$ cat config.mk
export PLATFORM = sky130hd
export DESIGN_NAME = bcd_clock_core
export DESIGN_NICKNAME = d
export VERILOG_FILES = /design/src/rtl/bcd_clk_pkg.sv /design/src/rtl/bcd_clk_prescaler.sv /design/src/rtl/bcd_clk_calendar.sv /design/src/rtl/bcd_clock_core.sv
export SDC_FILE = /design/constraint.sdc
export NUM_CORES = 1
export LEC_CHECK = 0
export BUFFER_PORTS_ARGS = -buffer_cell sky130_fd_sc_hd__buf_2
export CORE_MARGIN = 2
export CORE_UTILIZATION = 35
export DETAILED_ROUTE_END_ITERATION = 8
export PLACE_DENSITY = 0.57
export RECOVER_POWER = 25
export SLEW_MARGIN = 20
export SYNTH_ARGS = -nofsm -noshare
export SYNTH_HDL_FRONTEND = slang
export SYNTH_HIERARCHICAL = 1
export SYNTH_SLANG_ARGS = --single-unit
$ cat constraint.sdc
create_clock -name clk_i -period 8 [get_ports clk_i]
set_input_delay 0 -clock clk_i [delete_from_list [all_inputs] [get_ports clk_i]]
set_output_delay 0 -clock clk_i [all_outputs]
set_load 0.1 [all_outputs]
$ cat src/rtl/bcd_clk_pkg.sv
package bcd_clk_pkg;

  localparam int unsigned IDX_W = 4;
  localparam logic [IDX_W-1:0] IDX_SEC  = 4'd0;
  localparam logic [IDX_W-1:0] IDX_MIN  = 4'd1;
  localparam logic [IDX_W-1:0] IDX_HOUR = 4'd2;
  localparam logic [IDX_W-1:0] IDX_WDAY = 4'd3;
  localparam logic [IDX_W-1:0] IDX_DAY  = 4'd4;
  localparam logic [IDX_W-1:0] IDX_MON  = 4'd5;
  localparam logic [IDX_W-1:0] IDX_YEAR = 4'd6;
  localparam logic [IDX_W-1:0] IDX_TRIM = 4'd7;
  localparam logic [IDX_W-1:0] IDX_CTRL = 4'd8;

  typedef struct packed {
    logic [7:0] year;
    logic [7:0] mon;
    logic [7:0] day;
    logic [7:0] wday;
    logic [7:0] hour;
    logic [7:0] min;
    logic [7:0] sec;
  } cal_t;

  localparam cal_t CAL_RST = '{year: 8'h00, mon: 8'h01, day: 8'h01, wday: 8'h00,
                               hour: 8'h12, min: 8'h00, sec: 8'h00};

  function automatic logic [7:0] wr_mask(input logic [IDX_W-1:0] idx);
    case (idx)
      IDX_SEC, IDX_MIN: return 8'h7F;
      IDX_HOUR, IDX_DAY: return 8'h3F;
      IDX_WDAY: return 8'h07;
      IDX_MON: return 8'h9F;
      default: return 8'hFF;
    endcase
  endfunction

  function automatic logic [7:0] bcd_inc(input logic [7:0] v);
    return (v[3:0] >= 4'd9) ? {v[7:4] + 4'd1, 4'd0} : {v[7:4], v[3:0] + 4'd1};
  endfunction

  // {carry, next}: wraps to init once the limit is reached
  function automatic logic [8:0] bcd_wrap(input logic [7:0] v, input logic [7:0] lim,
                                          input logic [7:0] init);
    return (v >= lim) ? {1'b1, init} : {1'b0, bcd_inc(v)};
  endfunction

  function automatic logic [7:0] month_len(input logic [7:0] mon, input logic [7:0] yr);
    logic leap;
    leap = (!yr[4] && (yr[3:0] == 4'd0 || yr[3:0] == 4'd4 || yr[3:0] == 4'd8)) ||
           ( yr[4] && (yr[3:0] == 4'd2 || yr[3:0] == 4'd6));
    case (mon[4:0])
      5'h02: return leap ? 8'h29 : 8'h28;
      5'h04, 5'h06, 5'h09, 5'h11: return 8'h30;
      default: return 8'h31;
    endcase
  endfunction

endpackage

$ cat src/rtl/bcd_clk_prescaler.sv
module bcd_clk_prescaler
  import bcd_clk_pkg::*;
#(
  parameter int unsigned TB_A      = 32768,
  parameter int unsigned TB_B      = 32000,
  parameter int unsigned TRIM_SECS = 20
) (
  input  logic       clk_i,
  input  logic       rst_ni,
  input  logic       en_i,
  input  logic       run_i,
  input  logic       clr_i,
  input  logic [7:0] trim_i,
  output logic       adv_o
);
  localparam int unsigned MAX_PER = ((TB_A > TB_B) ? TB_A : TB_B) + 127;
  localparam int unsigned CNT_W   = $clog2(MAX_PER + 1);
  localparam int unsigned SEC_W   = $clog2(TRIM_SECS + 1);

  logic [CNT_W-1:0] cnt_q, base, per;
  logic [SEC_W-1:0] sec_q;
  logic [6:0]       mag;
  logic [7:0]       adj;
  logic             trim_on, adj_sec;

  always_comb begin
    trim_on = |trim_i[5:1];
    mag     = trim_i[6] ? (7'd64 - {1'b0, trim_i[5:0]}) : {1'b0, trim_i[5:0]};
    adj     = {mag, 1'b0} - 8'd1;
    adj_sec = trim_on && (sec_q == SEC_W'(TRIM_SECS - 1));
    base    = trim_i[7] ? CNT_W'(TB_B) : CNT_W'(TB_A);
    if (!adj_sec)       per = base;
    else if (trim_i[6]) per = base - CNT_W'(adj);
    else                per = base + CNT_W'(adj);
    // >= so a shorter period after a trim change still terminates
    adv_o = en_i && run_i && !clr_i && (cnt_q >= per - CNT_W'(1));
  end

  always_ff @(posedge clk_i or negedge rst_ni) begin
    if (!rst_ni) begin
      cnt_q <= '0;
      sec_q <= '0;
    end else if (clr_i) begin
      cnt_q <= '0;
      sec_q <= '0;
    end else if (!run_i) begin
      cnt_q <= '0;
    end else if (en_i) begin
      if (adv_o) begin
        cnt_q <= '0;
        sec_q <= (sec_q == SEC_W'(TRIM_SECS - 1)) ? '0 : sec_q + SEC_W'(1);
      end else begin
        cnt_q <= cnt_q + CNT_W'(1);
      end
    end
  end

  p_hold_when_stopped_r3: assert property (@(posedge clk_i) disable iff (!rst_ni)
    !run_i |=> (cnt_q == '0 && !adv_o));

  p_count_bounded_r4: assert property (@(posedge clk_i) disable iff (!rst_ni)
    cnt_q <= CNT_W'(MAX_PER));

endmodule

$ cat src/rtl/bcd_clk_calendar.sv
module bcd_clk_calendar
  import bcd_clk_pkg::*;
(
  input  cal_t cur_i,
  input  logic mode24_i,
  output cal_t nxt_o
);
  logic       c_s, c_m, c_h, c_d, c_mo, c_y, pm;
  logic [7:0] lo, lo_inc, mlo;

  always_comb begin
    nxt_o = cur_i;
    c_m = 1'b0; c_h = 1'b0; c_d = 1'b0; c_mo = 1'b0; c_y = 1'b0;
    pm = cur_i.hour[5];
    lo = {3'b000, cur_i.hour[4:0]};
    lo_inc = bcd_inc(lo);
    mlo = 8'h00;

    {c_s, nxt_o.sec} = bcd_wrap(cur_i.sec, 8'h59, 8'h00);
    if (c_s) {c_m, nxt_o.min} = bcd_wrap(cur_i.min, 8'h59, 8'h00);
    if (c_m) begin
      if (mode24_i) begin
        {c_h, nxt_o.hour} = bcd_wrap({2'b00, cur_i.hour[5:0]}, 8'h23, 8'h00);
      end else if (lo == 8'h11) begin
        nxt_o.hour = {2'b00, ~pm, 5'h12};   // 11 -> 12 flips AM/PM
        c_h = pm;
      end else if (lo >= 8'h12) begin
        nxt_o.hour = {2'b00, pm, 5'h01};
      end else begin
        nxt_o.hour = {2'b00, pm, lo_inc[4:0]};
      end
    end
    if (c_h) begin
      nxt_o.wday = (cur_i.wday[2:0] >= 3'd6) ? 8'h00 : {5'b0, cur_i.wday[2:0] + 3'd1};
      {c_d, nxt_o.day} = bcd_wrap(cur_i.day, month_len(cur_i.mon, cur_i.year), 8'h01);
    end
    if (c_d) begin
      {c_mo, mlo} = bcd_wrap({3'b000, cur_i.mon[4:0]}, 8'h12, 8'h01);
      nxt_o.mon = {cur_i.mon[7], 2'b00, mlo[4:0]};
    end
    if (c_mo) {c_y, nxt_o.year} = bcd_wrap(cur_i.year, 8'h99, 8'h00);
    if (c_y) nxt_o.mon[7] = ~cur_i.mon[7];
  end

endmodule

$ cat src/rtl/bcd_clock_core.sv
module bcd_clock_core
  import bcd_clk_pkg::*;
#(
  parameter int unsigned TB_A      = 32768,
  parameter int unsigned TB_B      = 32000,
  parameter int unsigned TRIM_SECS = 20
) (
  input  logic       clk_i,
  input  logic       rst_ni,
  input  logic       tb_en_i,
  input  logic       wr_en_i,
  input  logic [3:0] wr_idx_i,
  input  logic [7:0] wr_data_i,
  input  logic [3:0] rd_idx_i,
  output logic [7:0] rd_data_o,
  output logic       sec_tick_o
);
  cal_t       cal_q, cal_nxt;
  logic [7:0] trim_q;
  logic       mode24_q, stop_q, tick_q, adv, time_wr, pre_clr;

  assign time_wr = wr_en_i && (wr_idx_i <= IDX_YEAR);
  assign pre_clr = wr_en_i && (wr_idx_i <= IDX_TRIM);

  bcd_clk_prescaler #(.TB_A(TB_A), .TB_B(TB_B), .TRIM_SECS(TRIM_SECS)) u_pre (
    .clk_i  (clk_i),
    .rst_ni (rst_ni),
    .en_i   (tb_en_i),
    .run_i  (!stop_q),
    .clr_i  (pre_clr),
    .trim_i (trim_q),
    .adv_o  (adv)
  );

  bcd_clk_calendar u_cal (
    .cur_i    (cal_q),
    .mode24_i (mode24_q),
    .nxt_o    (cal_nxt)
  );

  always_ff @(posedge clk_i or negedge rst_ni) begin
    if (!rst_ni) begin
      cal_q    <= CAL_RST;
      trim_q   <= 8'h00;
      mode24_q <= 1'b0;
      stop_q   <= 1'b1;
      tick_q   <= 1'b0;
    end else begin
      tick_q <= adv;
      if (time_wr) begin
        case (wr_idx_i)
          IDX_SEC:  cal_q.sec  <= wr_data_i & wr_mask(IDX_SEC);
          IDX_MIN:  cal_q.min  <= wr_data_i & wr_mask(IDX_MIN);
          IDX_HOUR: cal_q.hour <= wr_data_i & wr_mask(IDX_HOUR);
          IDX_WDAY: cal_q.wday <= wr_data_i & wr_mask(IDX_WDAY);
          IDX_DAY:  cal_q.day  <= wr_data_i & wr_mask(IDX_DAY);
          IDX_MON:  cal_q.mon  <= wr_data_i & wr_mask(IDX_MON);
          default:  cal_q.year <= wr_data_i;
        endcase
      end else if (adv) begin
        cal_q <= cal_nxt;
      end
      if (wr_en_i && wr_idx_i == IDX_TRIM) trim_q <= wr_data_i;
      if (wr_en_i && wr_idx_i == IDX_CTRL) begin
        mode24_q <= wr_data_i[5];
        stop_q   <= wr_data_i[4];
      end
    end
  end

  always_comb begin
    case (rd_idx_i)
      IDX_SEC:  rd_data_o = cal_q.sec;
      IDX_MIN:  rd_data_o = cal_q.min;
      IDX_HOUR: rd_data_o = cal_q.hour;
      IDX_WDAY: rd_data_o = cal_q.wday;
      IDX_DAY:  rd_data_o = cal_q.day;
      IDX_MON:  rd_data_o = cal_q.mon;
      IDX_YEAR: rd_data_o = cal_q.year;
      IDX_TRIM: rd_data_o = trim_q;
      IDX_CTRL: rd_data_o = {2'b00, mode24_q, stop_q, 4'b0000};
      default:  rd_data_o = 8'h00;
    endcase
  end

  assign sec_tick_o = tick_q;

  p_stop_freezes_r3: assert property (@(posedge clk_i) disable iff (!rst_ni)
    (stop_q && !wr_en_i) |=> $stable(cal_q));

  p_sec_bcd_r6: assert property (@(posedge clk_i) disable iff (!rst_ni)
    (adv && !wr_en_i && cal_q.sec[3:0] <= 4'd9 && cal_q.sec[6:4] <= 3'd5)
    |=> (cal_q.sec[3:0] <= 4'd9 && cal_q.sec[6:4] <= 3'd5));

  p_hour24_range_r7: assert property (@(posedge clk_i) disable iff (!rst_ni)
    (adv && !wr_en_i && mode24_q && cal_q.hour <= 8'h23 && cal_q.hour[3:0] <= 4'd9)
    |=> (cal_q.hour <= 8'h23));

  p_hour12_range_r8: assert property (@(posedge clk_i) disable iff (!rst_ni)
    (adv && !wr_en_i && !mode24_q && cal_q.hour[4:0] >= 5'h01 && cal_q.hour[4:0] <= 5'h12
     && cal_q.hour[3:0] <= 4'd9)
    |=> (cal_q.hour[4:0] >= 5'h01 && cal_q.hour[4:0] <= 5'h12));

  p_wday_range_r9: assert property (@(posedge clk_i) disable iff (!rst_ni)
    (adv && !wr_en_i && cal_q.wday <= 8'h06) |=> (cal_q.wday <= 8'h06));

  p_century_on_wrap_r11: assert property (@(posedge clk_i) disable iff (!rst_ni)
    (!$past(wr_en_i) && cal_q.mon[7] != $past(cal_q.mon[7])) |-> (cal_q.year == 8'h00));

  p_tick_single_r13: assert property (@(posedge clk_i) disable iff (!rst_ni)
    sec_tick_o |=> !sec_tick_o);

endmodule

# Word level (Yosys, flattened, before mapping)
# Index checks and enable logic that the tools add are counted.
[totals]
latch_bits = 0
output_inout_bits = 9
ff_bits = 88
memories = 0
inputBits = 20
mem_bits_ro = 0
mem_bits_rw = 0
[op_classes]
n_mux = 56
div_mod_pow = 0
n_mul = 0
magnitude_cmp = 17
n_reduce_logical = 56
n_eq_ne = 35
n_bitwise = 2
n_shift = 0
n_addsub = 21
[op_table]
columns = ["op", "n"]
rows = [
  ["2-to-1 mux 8 bit", 19],
  ["2-to-1 mux 16 bit", 8],
  ["2-to-1 mux 56 bit", 2],
  ["one-hot mux 8 bit (9 select lines)", 1],
  ["2-to-1 mux 9 bit", 6],
  ["adder 4 x 1 -> 4 bit (second input constant)", 10],
  ["equality test 4 x 3 -> 1 bit (second input constant)", 9],
  ["2-to-1 mux 5 bit", 7],
  ["AND reduction 3 bit", 9],
  ["greater-or-equal comparator 4 bit (second input constant)", 6],
  ["nonzero test 3 bit", 7],
  ["equality test 4 x 2 -> 1 bit (second input constant)", 5],
  ["nonzero test 2 bit", 9],
  ["adder 16 x 1 -> 16 bit (second input constant)", 1],
  ["adder 16 x 8 -> 16 bit", 1],
  ["greater-or-equal comparator 16 bit", 1],
  ["greater-or-equal comparator 8 x 7 -> 1 bit (second input constant)", 2],
  ["one-hot mux 8 bit (2 select lines)", 1],
  ["AND reduction 4 bit", 4],
  ["subtractor 16 x 1 -> 16 bit (second input constant)", 1],
  ["subtractor 16 x 8 -> 16 bit", 1],
  ["equality test 5 bit (second input constant)", 3],
  ["2-to-1 mux 7 bit", 2],
  ["!= test 2 x 1 -> 1 bit (second input constant)", 7],
  ["33 further kinds", 65],
]

# Logic depth before layout (Yosys ltp)
[logic_depth]
ltp_word = 16
mapped_depth = 19
depth_no_buf = 17

# Modules after synthesis
# The synthesis kept the hierarchy.
[by_module_without_submodules]
columns = ["mod", "area_each_um2", "seq_area_each_um2", "cells_per_inst", "n_inst"]
rows = [
  ["bcd_clock_core", 3662.3, 1682.9, 370, 1],
  ["bcd_clk_prescaler", 1998.2, 525.5, 243, 1],
  ["bcd_clk_calendar", 1910.6, 0.0, 268, 1],
]

# Least setup slack after synthesis
# No wires, ideal clock.
[synth_path]
kind = "reg2out"
from = "reg cal_q[14] (netlist bit)"
to = "out rd_data_o[6]"
t_required_ps = 8000
stages_incl_launch_ff = 3
arrival_time_ps = 3974
n_path_buf = 0
setup_slack_ps = 4026
cell_sequence = "dfrtp_1 > mux2i_1 > o311ai_0"
[synth_via]
elab_chain_len = 1
[synth_rtl]
columns = ["element", "line_no", "source"]
rows = [
  ["from (decl)", "bcd_clock_core.sv:18", "cal_t cal_q, cal_nxt;"],
  ["from (signal assigned)", "bcd_clock_core.sv:61", "cal_q <= cal_nxt;"],
  ["one-hot mux 8 bit (9 select lines)", "bcd_clock_core.sv:72", "case (rd_idx_i)"],
  ["to (decl)", "bcd_clock_core.sv:15", "output logic [7:0] rd_data_o,"],
]
# No other way between the ends.

# Worst setup path in the final report
[layout_path]
from = "reg trim_q[0]"
to = "reg cal_q[10] (netlist bit)"
[layout_via]
elab_chain_len = 11
elab_cells_between_ends = 12
classes_between = "5 x add/sub; 1 x order compare; 3 x mux; 3 x reduce/logical"
[layout_rtl]
columns = ["element", "line_no", "source"]
rows = [
  ["from (decl)", "bcd_clock_core.sv:19", "logic [7:0] trim_q;"],
  ["from (signal assigned)", "bcd_clock_core.sv:63", "if (wr_en_i && wr_idx_i == IDX_TRIM) trim_q <= wr_data_i;"],
  ["subtractor 7 x 6 -> 7 bit", "bcd_clk_prescaler.sv:28", "mag = trim_i[6] ? (7'd64 - {1'b0, trim_i[5:0]}) : {1'b0, trim_i[5:0]};"],
  ["2-to-1 mux 7 bit *", "bcd_clk_prescaler.sv:28", ""],
  ["subtractor 8 x 1 -> 8 bit *", "bcd_clk_prescaler.sv:29", "adj = {mag, 1'b0} - 8'd1;"],
  ["adder 16 x 8 -> 16 bit / subtractor 16 x 8 -> 16 bit (equally long branches)", "bcd_clk_prescaler.sv:34, bcd_clk_prescaler.sv:33", ""],
  ["2-to-1 mux 16 bit *", "bcd_clk_prescaler.sv:33", "else if (trim_i[6]) per = base - CNT_W'(adj);"],
  ["2-to-1 mux 16 bit *", "bcd_clk_prescaler.sv:32", "if (!adj_sec) per = base;"],
  ["subtractor 16 x 1 -> 16 bit *", "bcd_clk_prescaler.sv:36", "adv_o = en_i && run_i && !clr_i && (cnt_q >= per - CNT_W'(1));"],
  ["greater-or-equal comparator 16 bit *", "bcd_clk_prescaler.sv:36", ""],
  ["logical AND 1 bit *", "bcd_clk_prescaler.sv:36", ""],
  ["via adv", "bcd_clock_core.sv:20", "logic mode24_q, stop_q, tick_q, adv, time_wr, pre_clr;"],
  ["nonzero test 2 bit (no line) *", "n/a", ""],
  ["AND reduction 3 bit (no line) *", "n/a", ""],
]
# The timed path passes the listed nets; every way through them passes the cells marked *.
# A chain may end at the register's enable or synchronous reset.

==> flow_summary.ini <==
[synth]
synthTopCellsByArea = dfrtp_1 27%, ha_1 9.8%, mux2i_1 5.6%
synth_top_area_share_pct = 27.4
synthCells = 881
syn-num-nets = 960
synthFlopType = dfrtp_1
yosysUniqueCellTypes = 94
yosysWarnings = 6
yosys.area.top_type = dfrtp_1
synth_enable_flop_cells = 0
async_flop_share_pct = 100
synth_area_um2 = 7570
synth_area_per_cell_um2 = 8.59
ys_seq_area_share_pct = 29.2
ys_ff_latch = 88

[sta]
fin_worst_skew_ns = 0.00772
drv_slew = 91
tightest_slew_ns = 3.19
relSlewSlack_pct = -113
fin_crit_sh_pct = 57.1
rsz0062_at_grt = false
hold_violations = 0
fmax_mhz = 219
setup_viol = 0
setup_tns_ns = 0
fin_crit_ns = 4.57

[cts]
clk_pin_slew_ns = 0.07
cts_resized = 0
cts_tree = done
clockBufferDepth = 2
post-cts-setup-buffer-count = 0
h-tree-depth = 3
cts_buffers = 9
cts.sinks = 88
clock_latency_ns = 0.35
clock-root-buffer = clkbuf_16

[detailed_routing]
vias = 6622
first_iter_violations = 538
ant_nets = 0
wl_per_cell_um = 18.2
viasPerCell = 5.70
wirelength_um = 21100
route.detailed.drc = 0
dr.pass1.iters = 7

[global_routing]
antenna_found_initial = 0
grt_max_degree = 57
overflow = 0
grt_first_pass_wirelength_um = 34600
track_usage_pct = 19.3
grt_pass1_vias = 6224

[power_and_ir_drop]
vdd_drop_max_mv = 0.113
netSwitchingPower_mw = 1.00
pwr-share-clk_pct = 20.1
power_mw = 2.22
comb_power_share_pct = 44.1
power_per_cell_area_nw_per_um2 = 272
p_leak_nw = 3.63
p_int_mw = 1.22
netSwitchingFraction_pct = 45.1
seqPwrFrac_pct = 35.8

[status]
status = finished, violations left
violations = capacitance limit, slew limit

[placement]
gp_congestion = 0.848
dp_hpwl_um = 15000
port_buffers = 28

[floorplan]
pin_count = 29
row_count = 53
die_w_um = 151
start_util_pct = 35.8
die_h_um = 151
die_area_um2 = 22800
core-area_um2 = 21200

[layout]
finalNetCount = 961
final_util_pct = 38.5
final_common_cell = dfrtp_1
layout-drive-gt1-share_pct = 10.0
syn_to_final_growth_pct = 7.68
n_antenna_cell = 0
final_cell_mix = 83 x dfrtp_1, 76 x a21oi_1, 73 x nand2_1

[critical_path]
endpoint_kind = flop
crit_type = reg2reg
critPathLaunchType = flop
arrival_ns = 4.84
crit_required_ns = 8.27
cp_max_fo = 18

[flow_run]
cap_violations = 2

[worst_hold_path]
hp-class = in2reg
==> final cells by class <==
type | count | area (µm²)
flip-flops and latches | 88 | 2210
well taps | 275 | 344
clock inverters | 3 | 42.5
fillers | 2141 | 13000
repair buffers | 38 | 230
inverters | 71 | 267
multi-input cells | 674 | 4800
clock buffers | 13 | 260
==> what timing repair did <==
| item | in CTS | in global routing |
|---|---|---|
| endpoints found under the setup margin | 0 | 0 |
| hold buffers | 9 | 0 |
| hold endpoints to repair | 44 | 0 |
==> cell families (layout without fill, tap and decap cells) <==
| group | Yosys count | in the layout | share of synthesized area [%] |
|---|---|---|---|
| flip-flops | 88 | 88 | 29.2 |
| AND/OR/NAND/NOR | 262 | 262 | 18.6 |
| AO/OA/AOI/OAI | 274 | 274 | 24.6 |
| other | 1 | 1 | 0.0495 |
| buffers and inverters | 119 | 125 | 7.22 |
| XOR/XNOR | 18 | 18 | 2.08 |
| adder cells (fa/ha/maj) | 59 | 59 | 9.75 |
| multiplexers | 60 | 60 | 8.58 |
==> critical path, cell delays in order (launching register included) <==
cell	delay, ns
dfrtp_1	0.46
inv_1	0.14
ha_1	0.23
nor3b_2	0.28
a21oi_1	0.10
or3_1	0.33
a221oi_2	0.26
xnor2_1	0.14
nor2_1	0.06
ha_1	0.32
nand2_1	0.05
a21oi_1	0.15
o41ai_2	0.12
a21oi_1	0.16
and4b_1	0.45
a21boi_4	0.58
a21o_1	0.42
mux2i_1	0.24
==> power groups by stage <==
stage          clock (mW)  sequential, mW  combinational [mW]
6_report            0.445           0.793               0.978
5_1_grt             0.469           0.820                1.10
4_1_cts             0.453           0.792               0.972
3_5_place_dp            0           0.801               0.962
3_3_place_gp            0           0.799               0.953
2_1_floorplan           0           0.701               0.822
==> through the flow <==
step                instances  hold WS, ns  worst slack, ns  instance area (µm²)
finish                   1162        0.124             3.43                 8150
CTS                      1162        0.108             3.44                 8180
global placement         1137      -0.0182             3.59                 7780
floorplan                 881       -0.296             4.03                 7570
global route             1162        0.143             2.48                 8150
detailed placement       1137      -0.0170             3.46                 7780
==> state kept, by name, summed over array words and instances (netlist names) <==
signal,flops
mode24_q,1
cal_q,56
u_pre/cnt_q,16
sec_tick_o,1
trim_q,8
stop_q,1
u_pre/sec_q,5
==> path summary, 6_finish.rpt <==
| path | from | endpoint | cells past startpoint | slack [ns] |
|---|---|---|---|---|
| min | wr_idx_i[3] | stop_q | 3 | 0.12 |
| max in group asynchronous | rst_ni | u_pre/cnt_q[15] | 3 | 3.46 |
| min in group asynchronous | rst_ni | cal_q[1] | 2 | 0.73 |
| max | trim_q[0] | cal_q[10] | 17 | 3.43 |
| max reg2reg | trim_q[0] | cal_q[10] | 17 | 3.43 |
| min reg2reg | u_pre/cnt_q[15] | u_pre/cnt_q[15] | 1 | 0.51 |
==> per-layer routing <==
layer	routed length (µm)	GRT usage, %	vias up
met5	0	0	-
met3	1180	2.92	25
met1	10300	28.6	3188
met4	298	4.35	0
li1	-	-	3205
met2	9370	29.7	204
==> cell usage after synthesis (4+ instances only) <==
library cell	instances
dfstp_2	5
nor2_1	54
nand2b_1	8
mux2_2	12
o211ai_1	9
clkbuf_1	13
o22ai_1	5
buf_2	19
xor2_1	6
o21ai_0	44
nand2_1	73
nor3_1	9
a31oi_1	23
a211oi_1	6
buf_4	10
nand3_1	21
inv_1	68
a41oi_1	6
dfrtp_1	83
buf_6	5
ha_1	59
nand3b_1	4
nand4_1	5
mux2i_1	42
xnor2_1	12
a22o_1	23
a21o_1	7
nor2b_1	11
o21ai_1	15
and2_1	19
or3_1	5
nor3b_1	10
o2bb2ai_1	7
and3_1	16
a22oi_1	7
a21oi_1	76
Power figures use the tool's default switching activity.
